## config.mk

```make
export PLATFORM = sky130hd
export DESIGN_NAME = pbuf_admit
export DESIGN_NICKNAME = d
export VERILOG_FILES = /design/src/rtl/pbuf_admit_pkg.sv /design/src/rtl/pbuf_cfg_regs.sv /design/src/rtl/pbuf_admit_logic.sv /design/src/rtl/pbuf_free_ctr.sv /design/src/rtl/pbuf_admit.sv
export SDC_FILE = /design/constraint.sdc
export NUM_CORES = 1
export LEC_CHECK = 0
export CAP_MARGIN = 30
export CORE_AREA = 2 2 95 97
export CTS_BUF_LIST = sky130_fd_sc_hd__clkbuf_8
export DETAILED_ROUTE_END_ITERATION = 8
export DIE_AREA = 0 0 97 99
export DONT_BUFFER_PORTS = 1
export SYNTH_ARGS = -nofsm -noshare
export SYNTH_HDL_FRONTEND = slang
export SYNTH_SLANG_ARGS = --single-unit
export TNS_END_PERCENT = 100
```

## constraint.sdc

```tcl
create_clock -name clk -period 10.4 [get_ports clk]
set_input_delay 0.52 -clock clk [delete_from_list [all_inputs] [get_ports clk]]
set_output_delay 0.52 -clock clk [all_outputs]
set_load 0.05 [all_outputs]
```

## src/rtl/pbuf_admit_pkg.sv

```systemverilog
// Package: shared constants and the identity-to-multiplier decode.
// Assumes a 16-bit configuration word with the identity code at bits 11..9.
package pbuf_admit_pkg;
    localparam int CFG_W  = 16;
    localparam int RESV_W = 8;
    localparam int ID_W   = 3;
    localparam int MULT_W = 5;

    // Decode the identity code to the page multiplier; unknown codes give 0.
    function automatic logic [MULT_W-1:0] id_to_mult(input logic [ID_W-1:0] code);
        logic [MULT_W-1:0] m;
        if (code >= 3'd1 && code <= 3'd5) m = MULT_W'(1) << (code - 3'd1);
        else m = '0;
        return m;
    endfunction
endpackage

```

## src/rtl/pbuf_cfg_regs.sv

```systemverilog
// Configuration word: writable reservation byte plus a fixed identity field.
// Assumes only hardware reset clears the reservation; soft reset is not seen here.
module pbuf_cfg_regs
    import pbuf_admit_pkg::*;
#(
    parameter logic [ID_W-1:0] ID_CODE = 3'b010
) (
    input  logic              clk,
    input  logic              rst_n,
    input  logic              wr_en,
    input  logic [1:0]        wr_be,
    input  logic [CFG_W-1:0]  wr_data,
    output logic [CFG_W-1:0]  rd_data,
    output logic [RESV_W-1:0] resv,
    output logic [MULT_W-1:0] mult
);
    logic unused_hi;
    assign unused_hi = ^{wr_be[1], wr_data[CFG_W-1:RESV_W]};

    // Hold the reservation byte; only the low byte lane can load it.
    always_ff @(posedge clk) begin
        if (!rst_n) resv <= '0;
        else if (wr_en && wr_be[0]) resv <= wr_data[RESV_W-1:0];
    end

    // Assemble the read word with the fixed identity field.
    always_comb begin
        rd_data = '0;
        rd_data[RESV_W-1:0] = resv;
        rd_data[11:9] = ID_CODE;
    end

    assign mult = id_to_mult(ID_CODE);
endmodule

```

## src/rtl/pbuf_admit_logic.sv

```systemverilog
// Combinational admission: releases first, then transmit, then receive.
// Assumes request widths are narrower than the free counter.
module pbuf_admit_logic
    import pbuf_admit_pkg::*;
#(
    parameter int REQ_W  = 8,
    parameter int TOTAL  = 256,
    parameter int FREE_W = 9
) (
    input  logic [FREE_W-1:0] free_q,
    input  logic [RESV_W-1:0] resv,
    input  logic              soft_rst,
    input  logic              tx_req,
    input  logic [REQ_W-1:0]  tx_pages,
    input  logic              rx_req,
    input  logic [REQ_W-1:0]  rx_pages,
    input  logic              tx_rel,
    input  logic [REQ_W-1:0]  tx_rel_pages,
    input  logic              rx_rel,
    input  logic [REQ_W-1:0]  rx_rel_pages,
    output logic              tx_grant,
    output logic              rx_grant,
    output logic [FREE_W-1:0] free_d
);
    localparam int SUM_W = FREE_W + 2;
    localparam logic [SUM_W-1:0] TOTAL_S = SUM_W'(TOTAL);

    logic [SUM_W-1:0] sum, avail, after_tx, after_rx, txp, rxp;
    logic             resv_ok;

    // Apply releases with saturation, then grant transmit and receive in order.
    always_comb begin
        txp   = SUM_W'(tx_pages);
        rxp   = SUM_W'(rx_pages);
        sum   = SUM_W'(free_q)
              + (tx_rel ? SUM_W'(tx_rel_pages) : '0)
              + (rx_rel ? SUM_W'(rx_rel_pages) : '0);
        avail = (sum > TOTAL_S) ? TOTAL_S : sum;
        tx_grant = !soft_rst && tx_req && (txp <= avail);
        after_tx = avail - (tx_grant ? txp : '0);
        resv_ok  = (resv == '0) || (after_tx > SUM_W'(resv));
        rx_grant = !soft_rst && rx_req && (rxp <= after_tx) && resv_ok;
        after_rx = after_tx - (rx_grant ? rxp : '0);
        free_d   = after_rx[FREE_W-1:0];
    end
endmodule

```

## src/rtl/pbuf_free_ctr.sv

```systemverilog
// Free-page register: full on hardware or soft reset, else loads next value.
// Assumes the next value is already bounded by TOTAL.
module pbuf_free_ctr #(
    parameter int TOTAL  = 256,
    parameter int FREE_W = 9
) (
    input  logic              clk,
    input  logic              rst_n,
    input  logic              soft_rst,
    input  logic [FREE_W-1:0] free_d,
    output logic [FREE_W-1:0] free_q
);
    // Track free pages across cycles.
    always_ff @(posedge clk) begin
        if (!rst_n || soft_rst) free_q <= FREE_W'(TOTAL);
        else free_q <= free_d;
    end
endmodule

```

## src/rtl/pbuf_admit.sv

```systemverilog
// Top: reservation-aware page admission for a shared packet buffer.
// Assumes one request and one release per direction per cycle.
module pbuf_admit
    import pbuf_admit_pkg::*;
#(
    parameter logic [2:0] ID_CODE = 3'b010,
    parameter int REQ_W  = 8,
    parameter int TOTAL  = 256,
    parameter int FREE_W = $clog2(TOTAL + 1)
) (
    input  logic              clk,
    input  logic              rst_n,
    input  logic              cfg_wr_en,
    input  logic [1:0]        cfg_wr_be,
    input  logic [15:0]       cfg_wr_data,
    output logic [15:0]       cfg_rd_data,
    output logic [4:0]        page_mult,
    input  logic              soft_rst,
    input  logic              tx_req,
    input  logic [REQ_W-1:0]  tx_pages,
    output logic              tx_grant,
    input  logic              rx_req,
    input  logic [REQ_W-1:0]  rx_pages,
    output logic              rx_grant,
    input  logic              tx_rel,
    input  logic [REQ_W-1:0]  tx_rel_pages,
    input  logic              rx_rel,
    input  logic [REQ_W-1:0]  rx_rel_pages,
    output logic [FREE_W-1:0] free_pages
);
    logic [RESV_W-1:0] resv;
    logic [FREE_W-1:0] free_d;

    pbuf_cfg_regs #(.ID_CODE(ID_CODE)) u_cfg (
        .clk(clk), .rst_n(rst_n), .wr_en(cfg_wr_en), .wr_be(cfg_wr_be),
        .wr_data(cfg_wr_data), .rd_data(cfg_rd_data), .resv(resv), .mult(page_mult)
    );

    pbuf_admit_logic #(.REQ_W(REQ_W), .TOTAL(TOTAL), .FREE_W(FREE_W)) u_logic (
        .free_q(free_pages), .resv(resv), .soft_rst(soft_rst),
        .tx_req(tx_req), .tx_pages(tx_pages), .rx_req(rx_req), .rx_pages(rx_pages),
        .tx_rel(tx_rel), .tx_rel_pages(tx_rel_pages),
        .rx_rel(rx_rel), .rx_rel_pages(rx_rel_pages),
        .tx_grant(tx_grant), .rx_grant(rx_grant), .free_d(free_d)
    );

    pbuf_free_ctr #(.TOTAL(TOTAL), .FREE_W(FREE_W)) u_free (
        .clk(clk), .rst_n(rst_n), .soft_rst(soft_rst), .free_d(free_d), .free_q(free_pages)
    );
endmodule

```

== Word-level counts from Yosys, hierarchy flattened ==
Index checks and enable logic that the tools add are counted.
Storage, ports and cells
  bits in registers: 17
  output and inout port bits: 32
  logic and storage cells: 26
  bits of input ports: 58
Operators by class
  $add $sub $neg: 4
  reduce and logical (&&, ||, !) cells: 11
  mux-type cells: 5
  $lt $le $gt $ge: 4
Operators by type and width (count)
  $mux W8: 4
  $le A8 B11 Y1: 2
  $add A11 B11 Y11: 1
  $add A9 B11 Y11: 1
  $gt A11 B8 Y1: 1
  $gt A11 B9 Y1 const B: 1
  $mux W11: 1
  $sub A11 B8 Y11: 1
  $sub A9 B9 Y9: 1
  $logic_not A8 Y1: 1
  $logic_and A1 B1 Y1: 6
  $logic_not A1 Y1: 2
  $logic_or A1 B1 Y1: 2

== Longest topological paths before layout ==
  depth in word-level cells: 14
  mapped depth: 42
  mapped depth without buffers: 41

== Cells and area by module ==
Synthesis repeated with hierarchy kept, for this count alone.
Unflattened totals
  cells, all modules: 348
  area, all modules: 2895.3 µm²
Modules (own cells, without submodules)
  pbuf_admit_logic: seq. area each 0.0 µm², cells each 269, area each 2102.0 µm², instances 1
  pbuf_cfg_regs: seq. area each 160.2 µm², cells each 61, area each 524.3 µm², instances 1
  pbuf_free_ctr: seq. area each 180.2 µm², cells each 18, area each 269.0 µm², instances 1

== Least setup slack after synthesis ==
Ideal clock, no wire load.
  path type: input port to flip-flop
  start: in rx_rel
  end: reg u_free.free_q[8]
  data arrival time: 8.757 ns
  path buffers: 1
  stages on the path: 41
  setup slack: 1.514 ns
  library setup time: 0.129 ns
  data required time: 10.271 ns
  cells stage by stage: clkbuf_1 nand2_1 fa_1 inv_1 ha_1 fa_1 a21oi_2 o211ai_2 a211oi_2 nor2_1 o41ai_2 nand2_1 ha_1 nor2b_1 o21a_1 o21ai_0 a21oi_1 o221ai_2 [5 not listed] o21bai_1 a21oi_1 xnor2_1 ha_1 nand4_1 or2_2 a22oi_1 a21oi_1 o31a_4 o21a_1 ha_1 fa_1 nor2b_1 o21ai_0 a21oi_1 a211oi_1 a2111oi_0 nor2b_1
On the way
  longest elaborated chain between the ends: 13
  elaborated cells on any way between the ends: 15
  those cells by class: add/sub: 3; order compare: 4; mux: 4; reduce/logical: 4
RTL lines
  start, declared: line pbuf_admit.sv:27  | input logic rx_rel,
  $mux W8 (*): line pbuf_admit_logic.sv:37  | + (rx_rel ? SUM_W'(rx_rel_pages) : '0);
  $add A11 B11 Y11 (*): line pbuf_admit_logic.sv:37
  $gt A11 B9 Y1: line pbuf_admit_logic.sv:38  | avail = (sum > TOTAL_S) ? TOTAL_S : sum;
  $mux W11 (*): line pbuf_admit_logic.sv:38
  $le A8 B11 Y1: line pbuf_admit_logic.sv:39  | tx_grant = !soft_rst && tx_req && (txp <= avail);
  $logic_and A1 B1 Y1: line pbuf_admit_logic.sv:39
  $mux W8: line pbuf_admit_logic.sv:40  | after_tx = avail - (tx_grant ? txp : '0);
  $sub A11 B8 Y11 (*): line pbuf_admit_logic.sv:40
  $le A8 B11 Y1 or $gt A11 B8 Y1 (tied branches): line pbuf_admit_logic.sv:42, pbuf_admit_logic.sv:41
  $logic_and A1 B1 Y1 or $logic_or A1 B1 Y1 (tied branches): line pbuf_admit_logic.sv:42, pbuf_admit_logic.sv:41
  $logic_and A1 B1 Y1: line pbuf_admit_logic.sv:42  | rx_grant = !soft_rst && rx_req && (rxp <= after_tx) && resv_ok;
  $mux W8: line pbuf_admit_logic.sv:43  | after_rx = after_tx - (rx_grant ? rxp : '0);
  $sub A9 B9 Y9 (*): line pbuf_admit_logic.sv:43
  end signal, assigned: line pbuf_free_ctr.sv:15  | if (!rst_n || soft_rst) free_q <= FREE_W'(TOTAL);
  end signal, assigned: line pbuf_free_ctr.sv:16  | else free_q <= free_d;
  end, declared: line pbuf_free_ctr.sv:11  | output logic [FREE_W-1:0] free_q
Mark *: on every way between the ends. The rest lies on a longest branch, timed or not.
A chain may end at the register's enable or synchronous reset.

== Worst setup path after layout ==
  start: reg u_free.free_q[1]
  end: reg u_free.free_q[8]
On the way
  longest elaborated chain between the ends: 13
  elaborated cells on any way between the ends: 15
  those cells by class: add/sub: 4; order compare: 4; mux: 3; reduce/logical: 4
RTL lines
  $add A9 B11 Y11 (*): line pbuf_admit_logic.sv:36  | + (tx_rel ? SUM_W'(tx_rel_pages) : '0)
  $add A11 B11 Y11 (*): line pbuf_admit_logic.sv:37
  $gt A11 B9 Y1: line pbuf_admit_logic.sv:38
  $mux W11 (*): line pbuf_admit_logic.sv:38
  $le A8 B11 Y1: line pbuf_admit_logic.sv:39
  $logic_and A1 B1 Y1: line pbuf_admit_logic.sv:39
  $mux W8: line pbuf_admit_logic.sv:40
  $sub A11 B8 Y11 (*): line pbuf_admit_logic.sv:40
  $le A8 B11 Y1 or $gt A11 B8 Y1 (tied branches): line pbuf_admit_logic.sv:42, pbuf_admit_logic.sv:41
  $logic_and A1 B1 Y1 or $logic_or A1 B1 Y1 (tied branches): line pbuf_admit_logic.sv:42, pbuf_admit_logic.sv:41
  $logic_and A1 B1 Y1: line pbuf_admit_logic.sv:42
  $mux W8: line pbuf_admit_logic.sv:43
  $sub A9 B9 Y9 (*): line pbuf_admit_logic.sv:43
Marks and branches as above.

==> key figures <==
Yosys
  • Top FF cell, synth: dfxtp_1
  • Yosys reg bits: 17
  • Sequential area share after synthesis: 11.9%
  • Asr flop ratio synth: 0%
  • Synth warnings: 0
  • Synth Area per Inst: roughly 7.7 um^2
  • Post-synth EDFFs: 0
  • Synth cell types: 57
  • Largest cells by area after synthesis: ha_1 (21%), dfxtp_1 (12%), fa_1 (7.7%)
  • Synth top area share: 21.1%
  • Syn Inst Count: between 300 and 400
  • Area leader, netlist: ha_1
  • Post-Syn Area: approximately 0.0029 mm^2

Drt
  • Antenna Nets Post-Route: 0
  • First DRT Iteration DRCs: 84
  • Vias/cell: about 5.2
  • Vias after detailed routing: 2482
  • WL final: ~6.6 mm
  • Post-DR wirelength/cell: roughly 14 um
  • Drt first pass iters: 4
  • DRC violations left: 0

Clock network
  • Worst skew pair latency: 0.25 ns
  • Post-CTS Setup Inserts: 0
  • CTS Buf Count: 3
  • Clock slew at the register clock pins of the worst setup and hold paths: around 0.060 ns
  • Max clock buf depth: 2
  • Clock Sinks: 17
  • Root cell of the clock tree: clkbuf_8
  • CTS tree: done
  • H-tree depth: 1

Setup path
  • Worst path bufs/invs: 4
  • Worst R2R Setup Slack: approximately 0.78 ns
  • Worst path top cell family by delay: compound AO/OA/AOI/OAI gates
  • Max incr delay on CP: around 0.54 ns
  • Critical-path top delay cell: fa_1
  • Most used cell, CP: ha_1
  • CP required: approximately 11 ns
  • CP Class: register to register
  • CP Capture Type: register
  • WP data arrival: roughly 10 ns
  • Crit Path Max Fanout: 10
  • Setup crit start kind: register

Timing
  • Final Critical Period: between 9 and 10 ns
  • Fin. Hold Viols: 0
  • Max Fclk: between 100 and 150 MHz
  • Max-slew violation count: 0
  • Hold_ws: about 0.42 ns
  • Endpoints failing setup: 0
  • RSZ-0062 raised after global routing: no
  • Clk_skew: 0.00211 ns
  • Setup tns final: 0 ns
  • Rel. slew slack: about 61%
  • Slew @ Worst Pin: 0.591 ns
  • Fin crit share: around 92%

Floorplanning
  • Boundary pin count: 90
  • Die Width: approximately 97 um
  • Core Area: between 0.008 and 0.009 mm^2
  • Initial Util: 33.3%
  • Rows: 34
  • Die area: between 0.009 and 0.01 mm^2
  • Die Ht: 99 um

Power
  • Comb power frac: approximately 85%
  • Internal power: ~0.00045 W
  • PwrDens: between 300 and 400 mW/mm^2
  • Clock network power share: ~4.7%
  • Sw frac: a little under three fifths
  • Leak: ~1.3 nW
  • Maximum vdd drop: around 0.09 mV
  • Sequential Power Share: around 11%
  • Psw: about 0.00055 W

Global route
  • Largest net degree at the start of global routing: 11
  • Vias in the first global route: roughly 2500
  • Initial antenna violation count: 0
  • First-pass GRT wire length: approximately 11 mm
  • GRT overflow: 0
  • GRT Overall Usage: around 14%

Layout
  • Area growth, synth to finish: 4.78%
  • Ant. Diodes: 0
  • # fillers: about 900
  • Final Util: a little over a third
  • Register area: 342 um^2
  • Area of the multi-input gates: ~0.0022 mm^2
  • # nets final: a little under 500
  • Layout cells sized above 1: under 10%

Placement
  • RePlAce Congestion: approximately 0.94
  • # port buffers: 0
  • Hpwl dp: 5.87 mm

Status
  • Status: finished, final reports clean

Hold path
  • HP Class: input port to register

Flow run
  • Number of max-cap violations: 0
## layout by cell type, fill, tap and decap left out, types with 3 or more instances in the layout
cell type / instances
inv_1: 53
ha_1: 48
nand2_1: 34
nand3_1: 23
nor2_1: 17
a21oi_1: 16
dfxtp_1: 16
conb_1: 13
fa_1: 11
nor2b_1: 10
o21ai_0: 10
o21ai_1: 9
o21a_1: 9
a21boi_0: 9
nand4_1: 8
nand2b_1: 7
xor2_1: 6
nor3_1: 6
a211oi_1: 5
xnor2_1: 5
and2_1: 4
a211oi_2: 3
o211ai_1: 3
clkbuf_8: 3
buf_4: 3
## repair_timing
item	4_1_cts	5_1_grt
setup endpoints to repair	0	2
hold buffers	0	0
resized for setup	0	2
endpoints found under the hold margin	0	0
## metal layers
layer | global-route usage, % | share of wire [%] | vias up
met5 | 0 | 0 | -
met4 | 1.95 | 0.23 | 0
met3 | 2.77 | 7.3 | 2
met2 | 25.6 | 49 | 64
met1 | 17.2 | 43 | 1150
li1 | - | - | 1266
## worst reg2reg max path, delay by kind of cell (launching register included)
kind                     cells  cell delay [ns]
XOR/XNOR                     2             0.43
AO/OA/AOI/OAI               18             4.02
flip-flops                   1             0.32
adder cells (fa/ha/maj)      9             3.04
buffers and inverters        4             0.37
AND/OR/NAND/NOR              8             1.31
## registers in the layout, indices dropped and copies added (netlist names)
signal,cells
u_free.free_q,9
u_cfg.resv,8
## logic make-up (layout without fill, tap and decap cells)
| logic type | after synthesis | count (layout) | synth area share, % |
|---|---|---|---|
| AND/OR/NAND/NOR | 124 | 124 | 22.4 |
| flip-flops | 17 | 17 | 11.9 |
| XOR/XNOR | 11 | 11 | 3.38 |
| AO/OA/AOI/OAI | 86 | 86 | 21.8 |
| multiplexers | 1 | 1 | 0.395 |
| buffers and inverters | 71 | 59 | 11.1 |
| adder cells (fa/ha/maj) | 59 | 59 | 28.8 |
| other | 2 | 13 | 0.263 |
## path summary, 6_finish.rpt
path	start	to	cells after the start
max reg2reg	u_free.free_q[1]	u_free.free_q[8]	41
min	rst_n	u_cfg.resv[1]	1
min reg2reg	u_cfg.resv[5]	u_cfg.resv[5]	2
max	u_free.free_q[1]	u_free.free_q[8]	41
## power groups by stage
stage	Combinational (W)	Sequential [W]	Clock [W]
after floorplan	0.000664	0.000120	0
after global placement	0.000820	0.000110	0
after detailed placement	0.000836	0.000110	0
after CTS	0.000843	0.000108	0.0000499
after global routing	0.000975	0.000110	0.0000521
final	0.000845	0.000108	0.0000466
## synth_stat cells, drive strengths merged, types with 2 or more instances
cell type	count
xnor2	5
nand3b	2
nand4b	2
buf	14
nor2b	10
nand2	34
a21oi	18
and2	4
o21ai	20
nand4	8
o211ai	4
nand3	23
or2	2
o221ai	2
o21a	9
nor2	17
ha	48
inv	52
o41ai	2
a21o	2
nor4	2
xor2	6
fa	11
a211oi	8
or3	2
nand2b	7
dfxtp	17
o21bai	2
conb	2
clkbuf	5
nor3	7
a21boi	9
## area by class of cell
cell class	count	share of cell area, %
multi-input combinational	294	75.2
sequential	17	11.4
inverter	52	6.54
tap	108	4.52
clock buffer	3	1.38
timing repair buffer	3	0.754
clock inverter	1	0.126
## metrics by stage
| stage | area [um^2] | setup WS (ns) | instances | total power [W] |
|---|---|---|---|---|
| global route | 2990 | 0.00585 | 478 | 0.00114 |
| global placement | 2930 | 0.784 | 474 | 0.000930 |
| floorplan | 2890 | 1.51 | 382 | 0.000784 |
| finish | 2990 | 0.784 | 478 | 0.00100 |
| CTS | 2970 | 0.752 | 478 | 0.00100 |
| detailed placement | 2930 | 0.798 | 474 | 0.000946 |
(Power assumes the default switching activity.)
